===== src/rtl/sinc3_pkg.sv =====
`timescale 1ns/1ps
package sinc3_pkg;
  localparam int SINC_ORDER = 3;

  typedef enum logic {
    RATE_SLOW = 1'b0,
    RATE_FAST = 1'b1
  } rate_e;

  // A modulator bit as a signed unit step.
  function automatic int bit_to_step(input logic b);
    return b ? 1 : -1;
  endfunction
endpackage


===== src/rtl/sinc3_integ.sv =====
`timescale 1ns/1ps
module sinc3_integ #(
  parameter int ACC_W = 17,
  parameter int ORDER = 3
) (
  input  logic                    clk,
  input  logic                    rst_n,
  input  logic                    clear,
  input  logic                    sample_bit,
  output logic signed [ACC_W-1:0] acc_next
);
  import sinc3_pkg::*;

  logic signed [ACC_W-1:0] acc_q   [ORDER];
  logic signed [ACC_W-1:0] acc_sum [ORDER];
  logic signed [ACC_W-1:0] step_ext;

  assign step_ext = ACC_W'(bit_to_step(sample_bit));

  // Combinational cascade: each stage sees this cycle's new value of the
  // previous stage, so the chain is a pure 1/(1-z^-1)^ORDER with no delay.
  for (genvar s = 0; s < ORDER; s++) begin : g_stage
    if (s == 0) begin : g_first
      assign acc_sum[s] = acc_q[s] + step_ext;
    end else begin : g_next
      assign acc_sum[s] = acc_q[s] + acc_sum[s-1];
    end

    always_ff @(posedge clk or negedge rst_n) begin
      if (!rst_n)     acc_q[s] <= '0;
      else if (clear) acc_q[s] <= '0;
      else            acc_q[s] <= acc_sum[s];
    end
  end

  assign acc_next = acc_sum[ORDER-1];
endmodule


===== src/rtl/sinc3_comb.sv =====
`timescale 1ns/1ps
module sinc3_comb #(
  parameter int ACC_W = 17,
  parameter int ORDER = 3
) (
  input  logic                    clk,
  input  logic                    rst_n,
  input  logic                    clear,
  input  logic                    tick,
  input  logic signed [ACC_W-1:0] din,
  output logic signed [ACC_W-1:0] diff_out
);
  logic signed [ACC_W-1:0] dly_q [ORDER];
  logic signed [ACC_W-1:0] diff  [ORDER];
  logic signed [ACC_W-1:0] stage_in [ORDER];

  for (genvar s = 0; s < ORDER; s++) begin : g_stage
    if (s == 0) begin : g_first
      assign stage_in[s] = din;
    end else begin : g_next
      assign stage_in[s] = diff[s-1];
    end

    assign diff[s] = stage_in[s] - dly_q[s];

    always_ff @(posedge clk or negedge rst_n) begin
      if (!rst_n)     dly_q[s] <= '0;
      else if (clear) dly_q[s] <= '0;
      else if (tick)  dly_q[s] <= stage_in[s];
    end
  end

  assign diff_out = diff[ORDER-1];
endmodule


===== src/rtl/sinc3_ctrl.sv =====
`timescale 1ns/1ps
module sinc3_ctrl #(
  parameter int N_FAST = 16,
  parameter int N_SLOW = 32,
  parameter int SETTLE = 3
) (
  input  logic clk,
  input  logic rst_n,
  input  logic rate_sel,
  output logic restart,
  output logic word_tick,
  output logic settled,
  output logic fast_mode
);
  import sinc3_pkg::*;

  localparam int CNT_W = $clog2(N_SLOW);
  localparam int WC_W  = (SETTLE > 1) ? $clog2(SETTLE) : 1;
  localparam logic [CNT_W-1:0] LAST_FAST = CNT_W'(N_FAST - 1);
  localparam logic [CNT_W-1:0] LAST_SLOW = CNT_W'(N_SLOW - 1);
  localparam logic [WC_W-1:0]  WC_TOP    = WC_W'(SETTLE - 1);

  rate_e            rate_q;
  logic [CNT_W-1:0] bit_cnt;
  logic [CNT_W-1:0] bit_last;
  logic [WC_W-1:0]  word_cnt;

  assign fast_mode = (rate_q == RATE_FAST);
  assign restart   = (rate_e'(rate_sel) != rate_q);
  assign bit_last  = fast_mode ? LAST_FAST : LAST_SLOW;
  assign word_tick = !restart && (bit_cnt == bit_last);
  assign settled   = (word_cnt == WC_TOP);

  always_ff @(posedge clk or negedge rst_n) begin
    if (!rst_n) begin
      rate_q   <= RATE_FAST;
      bit_cnt  <= '0;
      word_cnt <= '0;
    end else if (restart) begin
      rate_q   <= rate_e'(rate_sel);
      bit_cnt  <= '0;
      word_cnt <= '0;
    end else if (word_tick) begin
      bit_cnt <= '0;
      if (!settled) word_cnt <= word_cnt + 1'b1;
    end else begin
      bit_cnt <= bit_cnt + 1'b1;
    end
  end
endmodule


===== src/rtl/sinc3_decim.sv =====
`timescale 1ns/1ps
module sinc3_decim #(
  parameter int DEC_FAST = 16,
  parameter int OUT_W    = 16
) (
  input  logic                    clk,
  input  logic                    rst_n,
  input  logic                    rate_sel,
  input  logic                    mod_bit,
  output logic signed [OUT_W-1:0] dout,
  output logic                    dout_valid
);
  import sinc3_pkg::*;

  localparam int DEC_SLOW = 2 * DEC_FAST;
  localparam int ORDER    = SINC_ORDER;
  localparam int ACC_W    = ORDER * $clog2(DEC_SLOW) + 2;
  localparam int GAIN_SH  = ORDER;
  localparam int EXT_W    = ACC_W + OUT_W + GAIN_SH;
  localparam int DROP     = (ACC_W > OUT_W) ? (ACC_W - OUT_W) : 0;
  localparam int LIFT     = (OUT_W > ACC_W) ? (OUT_W - ACC_W) : 0;

  // Bring the raw sum to a common full scale and cut it to OUT_W bits.
  function automatic logic signed [OUT_W-1:0] scale_word(
    input logic signed [ACC_W-1:0] raw,
    input logic                    fast
  );
    logic signed [EXT_W-1:0] ext;
    ext = EXT_W'(raw);
    if (fast) ext = ext <<< GAIN_SH;
    ext = (ext >>> DROP) <<< LIFT;
    return ext[OUT_W-1:0];
  endfunction

  // Named internal events, also used by the bound checker.
  logic                    restart;
  logic                    word_tick;
  logic                    settled;
  logic                    fast_mode;
  logic signed [ACC_W-1:0] integ_sum;
  logic signed [ACC_W-1:0] comb_sum;
  logic signed [OUT_W-1:0] word_scaled;

  sinc3_ctrl #(
    .N_FAST (DEC_FAST),
    .N_SLOW (DEC_SLOW),
    .SETTLE (ORDER)
  ) u_ctrl (
    .clk       (clk),
    .rst_n     (rst_n),
    .rate_sel  (rate_sel),
    .restart   (restart),
    .word_tick (word_tick),
    .settled   (settled),
    .fast_mode (fast_mode)
  );

  sinc3_integ #(
    .ACC_W (ACC_W),
    .ORDER (ORDER)
  ) u_integ (
    .clk        (clk),
    .rst_n      (rst_n),
    .clear      (restart),
    .sample_bit (mod_bit),
    .acc_next   (integ_sum)
  );

  sinc3_comb #(
    .ACC_W (ACC_W),
    .ORDER (ORDER)
  ) u_comb (
    .clk      (clk),
    .rst_n    (rst_n),
    .clear    (restart),
    .tick     (word_tick),
    .din      (integ_sum),
    .diff_out (comb_sum)
  );

  assign word_scaled = scale_word(comb_sum, fast_mode);

  always_ff @(posedge clk or negedge rst_n) begin
    if (!rst_n) begin
      dout       <= '0;
      dout_valid <= 1'b0;
    end else if (restart) begin
      dout       <= '0;
      dout_valid <= 1'b0;
    end else begin
      dout_valid <= word_tick && settled;
      if (word_tick) dout <= word_scaled;
    end
  end
endmodule


===== config.mk =====
export PLATFORM = sky130hd
export DESIGN_NAME = sinc3_decim
export DESIGN_NICKNAME = d
export VERILOG_FILES = /design/src/rtl/sinc3_pkg.sv /design/src/rtl/sinc3_integ.sv /design/src/rtl/sinc3_comb.sv /design/src/rtl/sinc3_ctrl.sv /design/src/rtl/sinc3_decim.sv
export SDC_FILE = /design/constraint.sdc
export NUM_CORES = 1
export LEC_CHECK = 0
export CAP_MARGIN = 20
export CORE_ASPECT_RATIO = 1.75
export CORE_UTILIZATION = 40
export DETAILED_ROUTE_END_ITERATION = 16
export DONT_BUFFER_PORTS = 1
export GPL_TIMING_DRIVEN = 0
export HOLD_SLACK_MARGIN = 0.1
export PLACE_DENSITY_LB_ADDON = 0.12
export SETUP_SLACK_MARGIN = 0.4
export SKIP_LAST_GASP = 1
export SLEW_MARGIN = 10
export SYNTH_ARGS = -nofsm -noshare
export SYNTH_HDL_FRONTEND = slang
export SYNTH_SLANG_ARGS = --single-unit

===== constraint.sdc =====
create_clock -name clk -period 7.3 [get_ports clk]
set_input_delay 0.73 -clock clk [delete_from_list [all_inputs] [get_ports clk]]
set_output_delay 0.73 -clock clk [all_outputs]
set_load 0.03 [all_outputs]

==> qor.csv, run 1 <==
metric,value,unit
final_nets,1314,
crit_type,input port to register,
cts-root-buf,clkbuf_16,
slew_headroom,0.3575,
ant_nets,0,
avgSynthCellArea,8.713,um^2
fillers,2127,
yosysTopAreaCell,dfrtp_1,
finalMaxSlewViolations,0,
netlist.area_leader.share,0.3357,
path_max_fanout,6,
max_freq,0.1302,GHz
firstDrtPassIters,7,
synth_seq_cells,127,
gp_congestion,0.8363,
clkSinkCount,127,
area_growth_syn_to_layout,31.98,%
hold_path.class,input port to async pin,
row_count,73,
drc_errors,0,
multi_input_comb_area,0.006938,mm^2
core_area,0.02283,mm^2
drtIter0Drc,179,
clkLatencyLatePin,0.43,ns
drive_gt1_frac,0.2628,
critPathLaunchType,input port,
outcome,finished with violations,
regArea,0.003179,mm^2
yosys-top-cells-area,"dfrtp_1, ha_1, a21oi_1",
cts.path.max_buffers,2,
antenna_cells,0,
period_needed,7.678,ns
yosysSeqAreaShare,0.3385,
synth.cell_area,0.009393,mm^2
grt_setup_unrepaired,true,
path_clk_slew,0.06,ns
die_w,117.8,um
tightest_slew,0.9637,ns
period_share,1.052,
die_area,0.02412,mm^2
die_h,204.7,um
viasPerCell,5.347,
max-cap-violations,0,
ys_async_sr_fraction,1.000,
overflow,0,
netlist_instances,1078,
initial_core_util,0.4113,
routedWlPerCell,17.28,um
yosys_warnings,0,
syn_nets,1189,
grt_pass1_vias,8383,
critPathBufInv,7,
vias,8096,
cp_top_family,compound AO/OA/AOI/OAI gates,
cts-buffers-inserted,17,
setup_viol,2,
hpwl,18.14,mm
worstSetupEndpointType,register,
wl,26.16,mm
io_pins,21,
antenna_found_initial,0,
arrival,8.03,ns
worst_slack,-0.3779,ns
synthDistinctLibCells,75,
synth-main-ff-cell,dfrtp_1,
finalHoldViolCount,0,
yosysMostFrequentCell,dfrtp_1,
required,7.65,ns
clock_skew,0.01120,ns
critical_path.max_stage_delay,0.54,ns
htreeDepth,4,
tritoncts,yes,
synthTopCellsByCount,"dfrtp_1, a21oi_1, nand2_1",
grt_max_degree,127,
fin_tns_setup,-0.4235,ns
synth-edff-count,0,
grt_pass1_wl,42.08,mm
crit_cells,39,
cpMaxStageDelayCell,or4_4,
port_buffers,0,
violations,negative setup slack,
reg2reg_depth,37,
grt_usage,0.2240,
cell usage in the layout (no fill, tap or decap), types with 6 or more instances in the layout:
cell,count
ha_2,7
a21o_1,14
buf_6,13
o31a_1,6
xor2_2,7
nand2b_1,8
nand2_1,110
o21bai_1,9
buf_1,6
xnor2_2,17
ha_4,19
a211oi_1,7
o22ai_1,13
buf_4,91
inv_1,80
nor3_1,19
o21ai_0,29
a21oi_2,23
dfrtp_1,126
ha_1,75
a21oi_4,6
and2_1,42
nor2_1,70
o21ai_1,11
nand3_1,11
clkbuf_1,32
o21a_1,14
o21ai_2,7
clkbuf_16,17
clkbuf_8,7
xor2_1,18
nor2b_1,14
a21oi_1,96
nor2_2,10
xnor2_1,36
path summary, 6_finish.rpt:
| check | start | slack (ns) | end |
|---|---|---|---|
| max in group asynchronous | rst_n | 6.44 | u_comb.dly_q[30] |
| setup / recovery | mod_bit | -0.38 | dout[15] |
| hold / removal | rst_n | 0.15 | u_ctrl.fast_mode |
| hold reg to reg | u_ctrl.bit_cnt[0] | 0.48 | u_ctrl.bit_cnt[0] |
| min in group clk | rate_sel | 0.38 | u_ctrl.fast_mode |
| setup reg to reg | u_integ.acc_q[34] | -0.32 | dout[15] |
routing by layer:
| metal | up-vias | share of wire | GRT usage |
|---|---|---|---|
| li1 | 3980 | - | - |
| met3 | 42 | 0.017 | 0.03174 |
| met1 | 3984 | 0.36 | 0.2138 |
| met4 | 0 | 0.046 | 0.1305 |
| met2 | 90 | 0.57 | 0.4468 |
| met5 | - | 0 | 0 |
cell type report:
class                      instances  share of cell area
buffer                            37             0.01282
clock buffer                      25             0.04078
clock inverter                     5            0.004441
inverter                          81             0.02483
multi-input combinational        833              0.5596
sequential                       127              0.2565
tap                              300             0.03028
timing repair buffer             106             0.07075
metrics by stage:
| step | utilization | hold slack [ns] | setup slack (ns) | cell area, um^2 | instances |
|---|---|---|---|---|---|
| floorplan | - | 0.4344 | -0.4573 | 9539 | 1078 |
| global route | 0.5429 | 0.1297 | -0.7191 | 12400 | 1514 |
| detailed placement | 0.4342 | 0.4390 | -1.758 | 9915 | 1378 |
| CTS | 0.4977 | 0.1324 | -0.3599 | 11360 | 1467 |
| finish | 0.5429 | 0.1488 | -0.3779 | 12400 | 1514 |
| global placement | 0.4342 | 0.4389 | -1.711 | 9915 | 1378 |
logic make-up after synthesis:
family / after synthesis / synth area share
buf+inv: 118 / 0.04929
fa+ha+maj: 107 / 0.1473
compound gates: 294 / 0.1993
simple gates: 340 / 0.1724
mux: 3 / 0.003197
flops: 127 / 0.3385
xor+xnor: 89 / 0.09005
state kept, by name (all words and copies together), names as in the netlist:
register and cells:
u_comb.dly_q 51, u_integ.acc_q 51, dout 16, u_ctrl.bit_cnt 5
u_ctrl.word_cnt 2, dout_valid 1, u_ctrl.fast_mode 1
worst register-to-register path, delay by kind of cell (launching register included):
| kind | cells | cell delay, ns |
|---|---|---|
| xor+xnor | 5 | 0.81 |
| compound gates | 15 | 2.66 |
| buf+inv | 5 | 0.71 |
| flops | 1 | 0.43 |
| fa+ha+maj | 6 | 1.75 |
| simple gates | 6 | 1.18 |
timing repair:
item                       4_1_cts  5_1_grt
setup endpoints to repair       11       10
pin swaps                       63      110
resized for setup               76      120
hold endpoints to repair       126        0
hold buffers                     1        0
setup buffers                   58       47
Power of run 1 is left out: the tool's default activity adds up to more than one toggle a clock period on the data nets, which glitch-free logic cannot reach.
==> run 2: changes to the inputs <==
--- a/config.mk
+++ b/config.mk
@@ -5,6 +5,7 @@
 export SDC_FILE = /design/constraint.sdc
 export NUM_CORES = 1
 export LEC_CHECK = 0
+export ABC_AREA = 1
 export CAP_MARGIN = 20
 export CORE_ASPECT_RATIO = 1.75
 export CORE_UTILIZATION = 40
@@ -12,7 +13,7 @@
 export DONT_BUFFER_PORTS = 1
 export GPL_TIMING_DRIVEN = 0
 export HOLD_SLACK_MARGIN = 0.1
-export PLACE_DENSITY_LB_ADDON = 0.12
+export PLACE_DENSITY = 0.54
 export SETUP_SLACK_MARGIN = 0.4
 export SKIP_LAST_GASP = 1
 export SLEW_MARGIN = 10
==> run 2 against run 1 <==
  * The flow now finishes without violations
  * Clock-buffer cell count up 1
  * Global-route usage down 1.8 points
  * Synthesized cell count up 5.8%
  * First-iteration DRC count up 1.7%
  * Clock skew up 0.0035 ns
  * Worst hold slack better by 0.0036 ns
  * Synthesized area down 3.2%
==> qor.csv, run 2 <==
metric,value,unit,change
die_w,116.0,um,was 117.8 um
worst_slack,0.3529,ns,was -0.3779 ns
gp_congestion,0.9260,,was 0.8363
hold_path.class,input port to async pin,,unchanged
cpMaxStageDelayCell,ha_1,,was or4_4
grt_max_degree,127,,unchanged
required,7.62,ns,was 7.65 ns
overflow,0,,unchanged
fillers,2076,,"was 2,127"
die_area,0.02336,mm^2,was 0.02412 mm^2
timing.hold.ws,0.1524,ns,was 0.1488 ns
yosys-top-cells-area,"dfrtp_1, ha_1, inv_1",,"was dfrtp_1, ha_1, a21oi_1"
die_h,201.4,um,was 204.7 um
reg2reg_depth,43,,was 37
synth_seq_cells,127,,unchanged
io_pins,21,,unchanged
tritoncts,yes,,unchanged
yosysTopAreaCell,dfrtp_1,,unchanged
grt_usage,0.2064,,was 0.2240
reg_top3,"u_comb.dly_q: 51 flops, u_integ.acc_q: 51 flops, dout: 16 flops",,unchanged
cts.path.max_buffers,2,,unchanged
drtIter0Drc,182,,was 179
netlist.area_leader.share,0.3469,,was 0.3357
synthTopCellsByCount,"inv_1, nand2_1, dfrtp_1",,"was dfrtp_1, a21oi_1, nand2_1"
wl,22.99,mm,was 26.16 mm
place_ws,-0.8281,ns,was -1.758 ns
max_freq,0.1439,GHz,was 0.1302 GHz
drc_errors,0,,unchanged
critical_path.max_stage_delay,0.35,ns,was 0.54 ns
path_clk_slew,0.06,ns,about the same
ys_async_sr_fraction,1.000,,unchanged
period_share,0.9517,,was 1.052
finalHoldViolCount,0,,unchanged
final_nets,1340,,"was 1,314"
r2r_slack,0.41,ns,was -0.32 ns
setup_viol,0,,was 2
cts-root-buf,clkbuf_16,,unchanged
routedWlPerCell,14.95,um,was 17.28 um
yosysSeqAreaShare,0.3498,,was 0.3385
synth.cell_area,0.009090,mm^2,was 0.009393 mm^2
most-common-layout-cells,"inv_1, nand2_1, dfrtp_1, nor2_1, ha_1",,"was dfrtp_1, nand2_1, a21oi_1, buf_4, inv_1"
rr_startpoint,u_integ.acc_q[35],,was u_integ.acc_q[34]
area_growth_syn_to_layout,29.88,%,was 31.98%
initial_core_util,0.4102,,was 0.4113
tightest_slew,0.8846,ns,was 0.9637 ns
drive_gt1_frac,0.2440,,was 0.2628
core_area,0.02216,mm^2,was 0.02283 mm^2
viasPerCell,4.907,,was 5.347
slew_headroom,0.4103,,was 0.3575
met1_usage,0.1902,,was 0.2138
ant_nets,0,,unchanged
rr_endpoint,dout[15],,unchanged
avgSynthCellArea,7.967,um^2,was 8.713 um^2
synthDistinctLibCells,46,,was 75
clock_skew,0.01466,ns,was 0.01120 ns
synth-edff-count,0,,unchanged
crit_type,input port to register,,unchanged
clkLatencyLatePin,0.43,ns,about the same
met3_usage,0.02470,,was 0.03174
path_max_fanout,7,,was 6
multi_input_comb_area,0.006168,mm^2,was 0.006938 mm^2
syn_nets,1252,,"was 1,189"
regArea,0.003179,mm^2,unchanged
grt.busiest_layer,met2,,unchanged
grt_pass1_vias,8065,,"was 8,383"
finalMaxSlewViolations,0,,unchanged
grt_setup_unrepaired,true,,unchanged
firstDrtPassIters,4,,was 7
synth-main-ff-cell,dfrtp_1,,unchanged
yosysMostFrequentCell,inv_1,,was dfrtp_1
row_count,72,,was 73
antenna_cells,0,,unchanged
cts-buffers-inserted,17,,unchanged
vias,7547,,"was 8,096"
arrival,7.27,ns,was 8.03 ns
port_buffers,0,,unchanged
antenna_found_initial,0,,unchanged
hpwl,16.32,mm,was 18.14 mm
outcome,"complete, no violations",,was finished with violations
worstSetupEndpointType,register,,unchanged
max-cap-violations,0,,unchanged
clkSinkCount,127,,unchanged
grtUsageMet2,0.4158,,was 0.4468
critPathLaunchType,input port,,unchanged
netlist_instances,1141,,"was 1,078"
yosys_warnings,0,,unchanged
htreeDepth,4,,unchanged
period_needed,6.947,ns,was 7.678 ns
layout_commonest_cell,inv_1,,was dfrtp_1
grt_pass1_wl,36.83,mm,was 42.08 mm
==> run 2: area by class of cell <==
type / count / share of cell area
plain buffers: 19 / 0.007736
repair buffers: 69 / 0.04695
inverters: 223 / 0.07143
clock inverters: 6 / 0.009326
well taps: 296 / 0.03137
multi-input cells: 772 / 0.5225
flip-flops and latches: 127 / 0.2693
clock buffers: 26 / 0.04144
==> run 2: logic make-up after synthesis <==
logic type | synth area share
flip-flops | 0.3498
XOR/XNOR | 0.07901
AO/OA/AOI/OAI | 0.1515
adder cells (fa/ha/maj) | 0.1522
buffers and inverters | 0.1021
AND/OR/NAND/NOR | 0.1653
==> run 2: layer usage <==
metal	routed length, um	share of wire	vias to the layer above
met5	0	0	-
met4	1108	0.048	0
met3	334	0.015	41
met2	13390	0.58	72
met1	8155	0.35	3595
li1	-	-	3839
==> run 2: timing repair <==
item                       in CTS  in global routing
hold buffers                    1                  0
hold endpoints to repair      126                  0
setup endpoints to repair       8                  9
buffers inserted               51                 17
gates resized for setup        79                118
pin swaps                      61                 83
gates cloned                    0                  0
==> run 2: worst max path at each step <==
stage	startpoint	end	cells past startpoint
detailed placement	mod_bit	dout[15]	45
global route	mod_bit	dout[15]	48
finish	mod_bit	dout[15]	45
CTS	mod_bit	dout[14]	47
global placement	mod_bit	dout[15]	43
floorplan	mod_bit	dout[15]	43
==> run 2: per-stage QoR <==
step / utilization / std cells / area [um^2] / setup TNS [ns]
finish: 0.5327 / 1538 / 11810 / 0
global route: 0.5327 / 1538 / 11810 / -0.08509
CTS: 0.4966 / 1521 / 11010 / 0
detailed placement: 0.4309 / 1437 / 9549 / -4.045
global placement: 0.4309 / 1437 / 9549 / -3.692
floorplan: - / 1141 / 9179 / 0
==> run 2: worst max-delay path: cells and delay by family <==
| family | cells | cell delay, ns |
|---|---|---|
| buffers and inverters | 10 | 1.06 |
| XOR/XNOR | 5 | 0.95 |
| AND/OR/NAND/NOR | 11 | 0.80 |
| AO/OA/AOI/OAI | 13 | 2.01 |
| adder cells (fa/ha/maj) | 6 | 1.71 |
Power of run 2 is left out for the same reason.
